### src/rtl/hw_sem_queue.sv
module hw_sem_queue #(
  parameter int NCORE = 4
) (
  input  logic             clk,
  input  logic             rst_n,
  input  logic [NCORE-1:0] req_i,
  input  logic [NCORE-1:0] mode_i,
  input  logic [NCORE-1:0] rel_i,
  input  logic [NCORE-1:0] ack_i,
  output logic [NCORE-1:0] owner_o,
  output logic [NCORE-1:0] done_o,
  output logic [NCORE-1:0] gnt_o,
  output logic [NCORE-1:0] irq_o,
  output logic [NCORE-1:0] err_o
);
  localparam int IDW = (NCORE > 1) ? $clog2(NCORE) : 1;
  localparam int QD  = (NCORE > 1) ? NCORE - 1 : 1;
  localparam int CW  = $clog2(QD + 1) + 1;

  logic             own_v, n_own_v;
  logic [IDW-1:0]   own, n_own;
  logic [IDW-1:0]   q   [QD];
  logic [IDW-1:0]   n_q [QD];
  logic [CW-1:0]    cnt, n_cnt;
  logic [NCORE-1:0] qm, n_irq, n_done, n_gnt, n_err;
  logic             rel_ok, avail;

  assign owner_o = own_v ? (NCORE'(1) << own) : '0;
  assign rel_ok  = own_v && rel_i[own];

  always_comb begin
    qm = '0;
    for (int i = 0; i < QD; i++)
      if (i < int'(cnt)) qm[q[i]] = 1'b1;
  end

  always_comb begin
    n_own_v = own_v;
    n_own   = own;
    n_q     = q;
    n_cnt   = cnt;
    n_irq   = irq_o & ~ack_i;
    n_done  = '0;
    n_gnt   = '0;
    n_err   = '0;

    for (int c = 0; c < NCORE; c++)
      if (rel_i[c] && !(own_v && own == IDW'(c))) n_err[c] = 1'b1;

    if (rel_ok) begin
      if (cnt != '0) begin
        n_own        = q[0];
        n_irq[q[0]]  = 1'b1;
        for (int i = 0; i < QD - 1; i++) n_q[i] = q[i+1];
        n_cnt        = cnt - 1'b1;
      end else begin
        n_own_v = 1'b0;
      end
    end

    avail = (!own_v || rel_ok) && (cnt == '0);

    for (int c = 0; c < NCORE; c++) begin
      if (req_i[c]) begin
        if ((own_v && own == IDW'(c)) || qm[c]) begin
          n_err[c] = 1'b1;
        end else if (avail) begin
          avail   = 1'b0;
          n_own_v = 1'b1;
          n_own   = IDW'(c);
          if (mode_i[c]) n_irq[c] = 1'b1;
          else begin
            n_done[c] = 1'b1;
            n_gnt[c]  = 1'b1;
          end
        end else if (mode_i[c]) begin
          for (int i = 0; i < QD; i++)
            if (i == int'(n_cnt)) n_q[i] = IDW'(c);
          n_cnt = n_cnt + 1'b1;
        end else begin
          n_done[c] = 1'b1;
        end
      end
    end
  end

  always_ff @(posedge clk) begin
    if (!rst_n) begin
      own_v  <= 1'b0;
      own    <= '0;
      cnt    <= '0;
      irq_o  <= '0;
      done_o <= '0;
      gnt_o  <= '0;
      err_o  <= '0;
      for (int i = 0; i < QD; i++) q[i] <= '0;
    end else begin
      own_v  <= n_own_v;
      own    <= n_own;
      cnt    <= n_cnt;
      irq_o  <= n_irq;
      done_o <= n_done;
      gnt_o  <= n_gnt;
      err_o  <= n_err;
      q      <= n_q;
    end
  end

  AST_QUEUE_BOUND: assert property (@(posedge clk) disable iff (!rst_n)
    int'(cnt) <= QD);

  AST_HANDOFF: assert property (@(posedge clk) disable iff (!rst_n)
    (rel_ok && cnt != '0) |=> (own_v && own == $past(q[0]) && irq_o[own]));

  AST_FREE_ON_EMPTY: assert property (@(posedge clk) disable iff (!rst_n)
    (rel_ok && cnt == '0 && req_i == '0) |=> !own_v);

  for (genvar g = 0; g < NCORE; g++) begin : g_core_chk
    AST_DIRECT_ANSWER: assert property (@(posedge clk) disable iff (!rst_n)
      (req_i[g] && !mode_i[g] && !owner_o[g] && !qm[g]) |=> done_o[g]);

    AST_GNT_IS_OWNER: assert property (@(posedge clk) disable iff (!rst_n)
      gnt_o[g] |-> owner_o[g]);

    AST_POLL_YIELDS: assert property (@(posedge clk) disable iff (!rst_n)
      (req_i[g] && !mode_i[g] && !owner_o[g] && !qm[g] && cnt != '0)
        |=> (done_o[g] && !gnt_o[g]));

    AST_IRQ_HOLD: assert property (@(posedge clk) disable iff (!rst_n)
      (irq_o[g] && !ack_i[g]) |=> irq_o[g]);

    AST_OWNER_REQ_ERR: assert property (@(posedge clk) disable iff (!rst_n)
      (req_i[g] && owner_o[g] && !rel_i[g]) |=> (err_o[g] && owner_o[g]));
  end
endmodule

### config.mk
export PLATFORM = sky130hd
export DESIGN_NAME = hw_sem_queue
export DESIGN_NICKNAME = d
export VERILOG_FILES = /design/src/rtl/hw_sem_queue.sv
export SDC_FILE = /design/constraint.sdc
export NUM_CORES = 1
export LEC_CHECK = 0
export ABC_AREA = 1
export BUFFER_PORTS_ARGS = -buffer_cell sky130_fd_sc_hd__clkbuf_2
export CAP_MARGIN = 10
export CORE_UTILIZATION = 60
export DETAILED_ROUTE_END_ITERATION = 8
export MAX_ROUTING_LAYER = met4
export PLACE_DENSITY = 0.85
export SETUP_SLACK_MARGIN = 0.05
export SYNTH_ARGS = -nofsm -noshare
export SYNTH_HDL_FRONTEND = slang
export SYNTH_SLANG_ARGS = --single-unit
### constraint.sdc
create_clock -name clk -period 9.42 [get_ports clk]
set_input_delay 0.471 -clock clk [delete_from_list [all_inputs] [get_ports clk]]
set_output_delay 0.471 -clock clk [all_outputs]
set_load 0.02 [all_outputs]
---- After elaboration in Yosys (flattened, before gate mapping) ----
Cells that the tools add are included.
operators by class
  $lt $le $gt $ge ......................... 10
  multiplexer cells ....................... 128
  equality and inequality tests ........... 11
  multiply operators ...................... 0
  div/mod/pow operators ................... 0
  $add $sub $neg .......................... 5
  shift operators ......................... 1
  reduce and logical (&&, ||, !) cells .... 38
  bitwise gates (word level) .............. 14
operator list
  kind                                                                                 count
  6-bit two-way mux                                                                    16
  1-bit two-way mux                                                                    56
  3-bit two-way mux                                                                    18
  2-bit two-way mux                                                                    26
  4-bit two-way mux                                                                    8
  4-bit OR reduction                                                                   4
  3-bit zero test                                                                      5
  1-bit logical AND                                                                    13
  3-bit by 1-bit adder with 3-bit output, second input constant                        4
  2-bit by 3-bit equality test with 1-bit output, first input constant                 4
  3-bit equality test, first input constant                                            4
  2-bit by 3-bit < comparator with 1-bit output, second input constant                 4
  4-bit OR                                                                             3
  3-bit OR reduction                                                                   4
  1-bit inverter                                                                       9
  1-bit demux with 2-bit select                                                        3
  2-bit by 1-bit greater-or-equal comparator with 1-bit output, second input constant  3
  1-bit by 3-bit < comparator with 1-bit output, first input constant                  2
  1-bit zero test                                                                      5
  1-bit logical OR                                                                     5
  4-bit AND                                                                            1
  2-bit equality test, second input constant                                           2
  4-bit inverter                                                                       1
  1-bit by 2-bit left shift with 4-bit output, first input constant                    1
  6 further kinds                                                                      6
storage, ports and cells
  input port bits ......................... 18
  register bits after elaboration ......... 28
  memories ................................ 0
  memory bits (read-only) ................. 0
  RAM bits ................................ 0
  output and inout port bits .............. 20
  logic and storage cells ................. 223
  latch bits .............................. 0

---- Logic depth before layout (Yosys ltp) ----
Gate-level depths: netlist of run 1.
  depth in word-level cells ............... 28
  mapped depth ............................ 28
  depth with buffers taken out ............ 28

---- Worst setup path after synthesis of run 1 ----
OpenSTA, ideal clock, no wires.
  path type ............................... flip-flop to flip-flop
  from .................................... reg cnt[0]
  to ...................................... reg cnt[1]
  data arrival time ....................... 2.948 ns
  setup time .............................. 0.117 ns
  path slack .............................. 6.355 ns
  data required time ...................... 9.303 ns
  period minus slack after synthesis ...... 3.065 ns
  cell stages (with the launch flop) ...... 25
  path buffers ............................ 0
  cells stage by stage .................... dfxtp_1 -> inv_1 -> ha_1 -> nand2_2 -> nand2_1 -> o21ai_0 -> inv_1 -> o21ai_1 -> inv_2 -> ha_1 -> inv_1 -> nand3_1 -> nand2_1 -> ha_1 -> inv_1 -> nand2_1 -> nand2_2 -> inv_2 -> ha_1 -> nor2_1 -> o21bai_2 -> nand2_1 -> inv_1 -> nor3_1 -> nor2_1
between the ends
  cells in the longest elaborated chain, start to end .. 24
  elaborated cells between the ends (all ways) .. 44
  classes of those cells .................. add/sub (5); order compare (3); mux (27); bitwise (2); reduce/logical (7)
RTL lines
  item                                                                                                  RTL line  text
  from (decl)                                                                                           24        logic [CW-1:0] cnt, n_cnt;
  from (signal assigned)                                                                                100       cnt <= n_cnt;
  parallel branches: the longest is 23 deep, another holds 3-bit by 1-bit subtractor with 3-bit output  n/a
  3-bit two-way mux *                                                                                   64        if (req_i[c]) begin
Mark *: on every way between the ends.
A chain may end at the register's enable or synchronous reset.

---- Worst setup path in the final report of run 1 ----
Ends and elaborated chain as after synthesis.

==> results of run 1 <==
## through the flow
stage	setup slack, ns	utilization	hold WS, ns	cells	power, uW
floorplan	6.35	-	0.549	328	601
global placement	6.19	0.724	0.605	406	704
detailed placement	6.08	0.724	0.606	406	715
CTS	6.05	0.741	0.301	410	798
global route	5.67	0.741	0.296	410	890
finish	6.02	0.741	0.306	410	804
## Yosys cell counts
library cell	n	area share
sky130_fd_sc_hd__clkbuf_1	2	0.0037
sky130_fd_sc_hd__buf_2	1	0.0025
sky130_fd_sc_hd__o22ai_1	2	0.0061
sky130_fd_sc_hd__inv_1	47	0.087
sky130_fd_sc_hd__o21ai_0	7	0.017
sky130_fd_sc_hd__a211oi_1	1	0.0037
sky130_fd_sc_hd__nand2_1	88	0.16
sky130_fd_sc_hd__nor2_2	6	0.018
sky130_fd_sc_hd__a221oi_1	1	0.0043
sky130_fd_sc_hd__nand3b_1	2	0.0074
sky130_fd_sc_hd__nor2_1	28	0.052
sky130_fd_sc_hd__o2111ai_1	1	0.0043
sky130_fd_sc_hd__nand3_2	4	0.020
sky130_fd_sc_hd__a21oi_1	17	0.042
sky130_fd_sc_hd__nand3_1	30	0.074
sky130_fd_sc_hd__inv_2	7	0.013
sky130_fd_sc_hd__or2_2	1	0.0031
sky130_fd_sc_hd__nand2_2	15	0.046
sky130_fd_sc_hd__dfxtp_1	28	0.28
sky130_fd_sc_hd__nor2_4	1	0.0055
sky130_fd_sc_hd__nand4_1	4	0.012
sky130_fd_sc_hd__xor2_1	1	0.0043
sky130_fd_sc_hd__o21bai_2	1	0.0055
sky130_fd_sc_hd__nor4_1	1	0.0031
sky130_fd_sc_hd__ha_1	13	0.080
sky130_fd_sc_hd__clkinv_2	2	0.0049
sky130_fd_sc_hd__o21ai_1	3	0.0074
sky130_fd_sc_hd__a31oi_1	4	0.012
sky130_fd_sc_hd__nor3_1	10	0.025
## placed cells by master (no fill, tap or decap), drive strengths merged
cell     count
nand2      103
inv         54
clkbuf      40
nor2        35
nand3       34
dfxtp       28
a21oi       17
ha          13
nor3        10
o21ai       10
nand4        4
a31oi        4
clkinv       2
nand3b       2
o22ai        2
xor2         1
o2111ai      1
o21bai       1
or2          1
a221oi       1
nor4         1
a211oi       1
bufinv       1
## per-layer routing
layer	vias up	global-route usage	wire (um)
met1	939	0.379	2210
met2	65	0.479	2230
met4	0	0.0598	72
li1	1120	-	-
met3	8	0.0411	240
met5	-	-	0
## path summary, 6_finish.rpt
kind                            cells after the start         to
worst max-delay path                               23     cnt[1]
worst min-delay path                                2  done_o[1]
worst max register to register                     23     cnt[1]
worst min register to register                      4       q[0]
## kinds of logic (layout without fill, tap and decap cells)
group                    after synthesis  count (layout)  synth area share
AO/OA/AOI/OAI                         37              37             0.103
flip-flops                            28              28             0.275
adder cells (fa/ha/maj)               13              13            0.0799
buffers and inverters                 59              97             0.111
AND/OR/NAND/NOR                      190             190             0.428
XOR/XNOR                               1               1           0.00430
## critical path, stage by stage (launching register included)
cell and delay, ns:
sky130_fd_sc_hd__dfxtp_1 0.44, sky130_fd_sc_hd__inv_1 0.11, sky130_fd_sc_hd__ha_1 0.21, sky130_fd_sc_hd__nand2_2 0.12
sky130_fd_sc_hd__xor2_1 0.16, sky130_fd_sc_hd__nand3_1 0.11, sky130_fd_sc_hd__nand2_2 0.13, sky130_fd_sc_hd__inv_1 0.09
sky130_fd_sc_hd__ha_1 0.29, sky130_fd_sc_hd__inv_1 0.05, sky130_fd_sc_hd__nand3_1 0.09, sky130_fd_sc_hd__nand2_1 0.13
sky130_fd_sc_hd__ha_1 0.24, sky130_fd_sc_hd__inv_1 0.05, sky130_fd_sc_hd__nand2_1 0.06, sky130_fd_sc_hd__nand2_2 0.13
sky130_fd_sc_hd__inv_2 0.07, sky130_fd_sc_hd__ha_1 0.28, sky130_fd_sc_hd__nor2_1 0.04, sky130_fd_sc_hd__o21bai_2 0.19
sky130_fd_sc_hd__nand2_1 0.06, sky130_fd_sc_hd__inv_1 0.04, sky130_fd_sc_hd__nor3_1 0.14, sky130_fd_sc_hd__nor2_1 0.05
## power by group through the flow
stage	Combinational [uW]	Sequential (uW)	Clock [uW]
after floorplan	415	185	0
after global placement	520	184	0
after detailed placement	531	184	0
after global routing	619	187	84.4
final	541	183	80.7
after CTS	535	181	81.3
## layout make-up
class | instances | share of cell area
tap | 44 | 0.0238
timing repair buffer | 37 | 0.0799
clock buffer | 3 | 0.00972
multi-input combinational | 241 | 0.540
sequential | 28 | 0.242
clock inverter | 1 | 0.0130
inverter | 56 | 0.0918
## flip-flops by register name, indices dropped and copies added, names as in the netlist
| name | flops |
|---|---|
| own | 2 |
| own_v | 1 |
| gnt_o | 4 |
| irq_o | 4 |
| done_o | 4 |
| q | 6 |
| cnt | 3 |
| err_o | 4 |
==> impl_summary.txt, run 1 <==
----------------------------------------------------
[STA]
  Max Freq ... 0.294 GHz
  TNS Setup ... 0 ns
  Post-layout minimum cycle time ... approximately 3.4 ns
  Clk_skew ... 0.0120 ns
  Final setup violating endpoints ... 0
  Relative slew slack ... 0.526
  Setup repair after global routing missed its margin ... no
  Hold violation count in the final report ... 0
  Final Cycle Share ... 0.361
  Final Slew Violations ... 0
  Worst slew pin tran ... 0.710 ns

[Flow run]
  Max capacitance violation total ... 0

[Layout]
  Post-route cell area ... roughly 0.0023 mm^2
  Number of antenna cells inserted ... 0
  Layout overhead on the synthesized area ... 13.8%
  Layout Nets ... 398
  Share of final-layout standard cells stronger than drive strength 1 ... 0.213
  Area used by multi-input combinational logic ... between 0.001 and 0.0015 mm^2
  Fillcell total ... around 280
  Storage element area ... 561 um^2

[Drt]
  Count of nets left with antenna violations after detail routing ... 0
  Total routed wirelength ... 4750 um
  Remaining routing DRC violations ... 0
  DRT iter0 DRCs ... between 100 and 150
  DR vias ... 2132
  Routed wire per std cell ... 11.6 um
  Number of vias per cell after detailed routing ... 5.20
  Number of search-and-repair iterations in the first detailed-routing pass ... 4

[Pwr]
  Switching share of power ... 0.544
  Power density relative to cell area ... 347 mW/mm^2
  Clock share of power ... 0.100
  Leak pwr ... 0.00125 uW
  Pint ... 366 uW
  Part of the power in combinational logic ... 0.672
  Maximum VDD drop ... 0.214 mV
  Reported net switching power ... about 440 uW
  Flop pwr share ... 0.227

[Critical path]
  Largest fanout on the critical path ... 6
  Register-to-register setup slack ... roughly 6.0 ns
  Launch instance of the worst register-to-register path ... cnt[0]
  CP Capture Type ... flip-flop
  WS Path Type ... reg -> reg
  Worst Path Required ... 9.67 ns
  Critical path launch point ... cnt[0]
  Startpoint kind of the worst setup timing path ... flip-flop
  WP data arrival ... about 3.7 ns

[CTS]
  # resized after CTS ... 0
  TritonCTS clock tree ... yes
  Total setup buffers inserted after CTS ... 0
  Depth of the CTS H-tree ... 1
  Clock latency on the worst-skew pair ... around 0.34 ns
  Clock-pin slew reported for the worst setup and hold paths after clock tree synthesis ... 0.16 ns
  Sink Count ... 28
  Clock root buffer ... sky130_fd_sc_hd__clkbuf_4
  CTS buffer count ... 3
  Max Root-Sink Buffers ... 2
  Quantity of hold-fixing buffers added after cts ... 0

[GRT]
  Total global-route track usage ... 0.291
  First-pass GRT wire length ... between 7000 and 8000 um
  Total global routing overflow ... 0
  Antenna violations before repair ... 0
  Pin count of the biggest net entering global routing ... 25
  Via count of the first global-routing pass ... 1798

[Floorplan]
  Die Span Y ... 60.3 um
  Width of the chip ... between 60 and 70 um
  Number of I/O pins ... 38
  Std-Cell Rows ... 20
  Die area ... about 0.0036 mm^2
  Core area ... about 0.0031 mm^2
  Initial core utilization ... 0.651

[Yosys]
  Average cell area after synthesis ... 6.21 um^2
  Net count after synthesis ... around 360
  Number of instances in the synthesized netlist ... 328
  Synth warnings ... 0
  Post-Syn Area ... 0.00204 mm^2
  Cell variety after synth ... 29
  Post-synthesis sequential area ratio ... 0.275
  Register bit total from synthesis ... 28

[Worst hold path]
  Hold wc startpoint ... mode_i[1]
  Worst hold path type ... in -> reg

[Status]
  Run status ... complete, no violations

[Placed design]
  Area after detailed placement ... 0.00226 mm^2
  Dpl hpwl ... 3920 um
  Count of port buffers added during placement ... 37
  RD Place Congestion ... ~0.9

----------------------------------------------------
No activity file was read; power rests on OpenSTA's default activity.
==> inputs of run 2 (changes only) <==
--- a/config.mk
+++ b/config.mk
@@ -8,10 +8,10 @@
 export ABC_AREA = 1
 export BUFFER_PORTS_ARGS = -buffer_cell sky130_fd_sc_hd__clkbuf_2
 export CAP_MARGIN = 10
-export CORE_UTILIZATION = 60
+export CORE_UTILIZATION = 56
 export DETAILED_ROUTE_END_ITERATION = 8
 export MAX_ROUTING_LAYER = met4
-export PLACE_DENSITY = 0.85
+export PLACE_DENSITY = 0.8
 export SETUP_SLACK_MARGIN = 0.05
 export SYNTH_ARGS = -nofsm -noshare
 export SYNTH_HDL_FRONTEND = slang
==> constraint.sdc (replaced) <==
create_clock -name clk -period 3.23 [get_ports clk]
set_input_delay 0.1615 -clock clk [delete_from_list [all_inputs] [get_ports clk]]
set_output_delay 0.1615 -clock clk [all_outputs]
set_load 0.02 [all_outputs]
==> run 2 against run 1 <==
Wire length up 15%. Total power rose to 3.4 times the previous value. Sequential power rose to 2.9 times the previous value. Clock power up 120%. Sequential share of layout area down 1.8 points. Flip-flop and latch count unchanged. Largest cell class unchanged. Design area up 9.4%. Non-clock buffer count up 12. Via count up 6.8%.
==> impl_summary.txt, run 2 (synthesis gave the netlist of run 1 again) <==
----------------------------------------------------
[Drt]
  Length of routed met2 wiring ... 2650 um
  Total routed wirelength ... between 5000 and 6000 um
  Post-Route M1 WL ... 2320 um
  Number of vias per cell after detailed routing ... 5.37
  Metal3 WL ... about 370 um
  Remaining routing DRC violations ... 0
  Number of search-and-repair iterations in the first detailed-routing pass ... 7
  DR vias ... 2276
  Count of nets left with antenna violations after detail routing ... 0
  Top Layer Used ... met4
  DRT iter0 DRCs ... 193
  Routed wire per std cell ... 12.8 um

[Layout]
  Number of antenna cells inserted ... 0
  Share of final-layout standard cells stronger than drive strength 1 ... 0.323
  Most common cell after layout, fill and taps aside ... sky130_fd_sc_hd__nand2_1
  Area used by multi-input combinational logic ... ~0.0014 mm^2
  Layout overhead on the synthesized area ... 24.4%
  Storage element area ... 567 um^2
  Fillcell total ... 294
  Max reg flops ... 6
  Post-route cell area ... about 0.0025 mm^2
  Layout Nets ... 410
  Register name with the most flops ... q
  Most frequent cells in the layout ... 78 x sky130_fd_sc_hd__nand2_1, 42 x sky130_fd_sc_hd__inv_1, 37 x sky130_fd_sc_hd__clkbuf_2, 29 x sky130_fd_sc_hd__nand3_1, 26 x sky130_fd_sc_hd__nor2_1

[Flow run]
  Max capacitance violation total ... 0

[Placed design]
  RD Place Congestion ... 0.879
  Area after detailed placement ... 0.00230 mm^2
  Dpl hpwl ... about 4000 um
  Count of port buffers added during placement ... 37
  Setup slack at placement ... -0.0655 ns

[Floorplan]
  Std-Cell Rows ... 21
  Number of I/O pins ... 38
  Die area ... 0.00388 mm^2
  Core area ... 0.00342 mm^2
  Initial core utilization ... 0.596
  Width of the chip ... between 60 and 70 um
  Die Span Y ... 62.3 um

[GRT]
  Total global-route track usage ... 0.275
  First-pass GRT wire length ... between 8000 and 9000 um
  Antenna violations before repair ... 0
  Pin count of the biggest net entering global routing ... 25
  Via count of the first global-routing pass ... between 1500 and 2000
  Total global routing overflow ... 0

[CTS]
  Clock-pin slew reported for the worst setup and hold paths after clock tree synthesis ... 0.15 ns
  CTS buffer count ... 3
  TritonCTS clock tree ... yes
  Clock latency on the worst-skew pair ... ~0.33 ns
  Sink Count ... 28
  Clock root buffer ... sky130_fd_sc_hd__clkbuf_4
  Depth of the CTS H-tree ... 1
  Max Root-Sink Buffers ... 2

[STA]
  Final Cycle Share ... 0.928
  Post-layout minimum cycle time ... 3.00 ns
  Final setup violating endpoints ... 0
  Worst slew pin tran ... around 0.83 ns
  Hold violation count in the final report ... 0
  Relative slew slack ... 0.445
  Clk_skew ... 0.0101 ns
  Setup ws final ... 0.233 ns
  Final Slew Violations ... 0
  Max Freq ... 0.334 GHz

[Pwr]
  Reported net switching power ... 1470 uW
  Power density relative to cell area ... 1060 mW/mm^2
  Leak pwr ... roughly 0.0013 uW
  Maximum VDD drop ... 0.694 mV
  Flop pwr share ... 0.198
  Clock share of power ... 0.065
  Part of the power in combinational logic ... 0.738
  Switching share of power ... 0.546
  Pint ... about 1200 uW

[Critical path]
  WS Path Type ... reg -> reg
  Startpoint kind of the worst setup timing path ... flip-flop
  Slowest cell on the critical path ... sky130_fd_sc_hd__dfxtp_2
  Chain of cells forming the critical path ... inv_2 > ha_2 > nand2_1 > o21ai_2 > inv_1 > o21ai_2 > inv_2 > ha_4 > inv_2 > nand3_2 > nand2_2 > ha_4 > inv_1 > nand2_1 > nand2_2 > inv_2 > ha_1 > nand3_1 > nand3_1 > nand2_2 > nor2_4 > nand2_2 > a21oi_2
  Largest fanout on the critical path ... 4
  CP Capture Type ... flip-flop
  Worst Path Required ... 3.49 ns
  Max incr delay on CP ... 0.37 ns
  WP data arrival ... 3.26 ns

[Worst hold path]
  Worst hold path type ... in -> reg

[Status]
  Run status ... complete, no violations

----------------------------------------------------
run 2: changes by cell type in the layout (fill, tap and decap cells not counted), sizes merged:
| cell | previous run | this run |
|---|---|---|
| bufinv | 1 | 0 |
| clkbuf | 40 | 41 |
| dlygate4sd3 | 0 | 1 |
| buf | 0 | 11 |
run 2: worst max-delay path: cells and delay by family, from the launching register on:
family / cells / cell delay (ns)
and+or+nand+nor: 10 / 0.91
adders and majority gates: 4 / 0.99
AOI/OAI and AO/OA: 3 / 0.32
DFF: 1 / 0.37
buffers and inverters: 6 / 0.35
run 2: power by group through the flow:
stage	Combinational, uW	Clock [uW]	Sequential, uW
4_1_cts	1650	175	518
2_1_floorplan	1210	0	540
3_5_place_dp	1610	0	531
3_3_place_gp	1580	0	532
6_report	1990	174	533
5_1_grt	2220	192	543
run 2: what timing repair did:
| action | CTS | global route |
|---|---|---|
| buffers inserted | 2 | 5 |
| hold buffers | 1 | 0 |
| setup endpoints to repair | 8 | 8 |
| resized for setup | 4 | 38 |
| hold endpoints to repair | 1 | 0 |
| pin swaps | 0 | 12 |
run 2: area by class of cell:
type,count,area share
tap,46,0.0227
timing repair buffer,49,0.110
sequential,28,0.224
clock buffer,4,0.0143
multi-input combinational,241,0.545
inverter,56,0.0849
run 2: path summary, 6_finish.rpt:
kind	slack, ns	to	cells past startpoint	from
max	0.23	q[1]	23	cnt[1]
min	0.01	done_o[2]	2	mode_i[2]
max reg2reg	0.23	q[1]	23	cnt[1]
min reg2reg	0.64	irq_o[1]	4	irq_o[1]
run 2: metal layers:
layer  track usage  vias up
met2         0.457       95
met4        0.0814        0
met5             -        -
met1         0.347     1015
met3        0.0368       15
li1              -     1151
run 2: per-stage QoR:
stage / std cells / power, uW / hold slack [ns] / utilization / TNS (ns)
4_1_cts: 419 / 2340 / 0.0111 / 0.692 / 0
6_report: 424 / 2700 / 0.0132 / 0.742 / 0
5_1_grt: 424 / 2960 / 0.00770 / 0.742 / -0.00739
3_3_place_gp: 412 / 2110 / 0.364 / 0.673 / 0
3_5_place_dp: 412 / 2140 / 0.369 / 0.673 / -0.249
2_1_floorplan: 328 / 1750 / 0.239 / - / 0
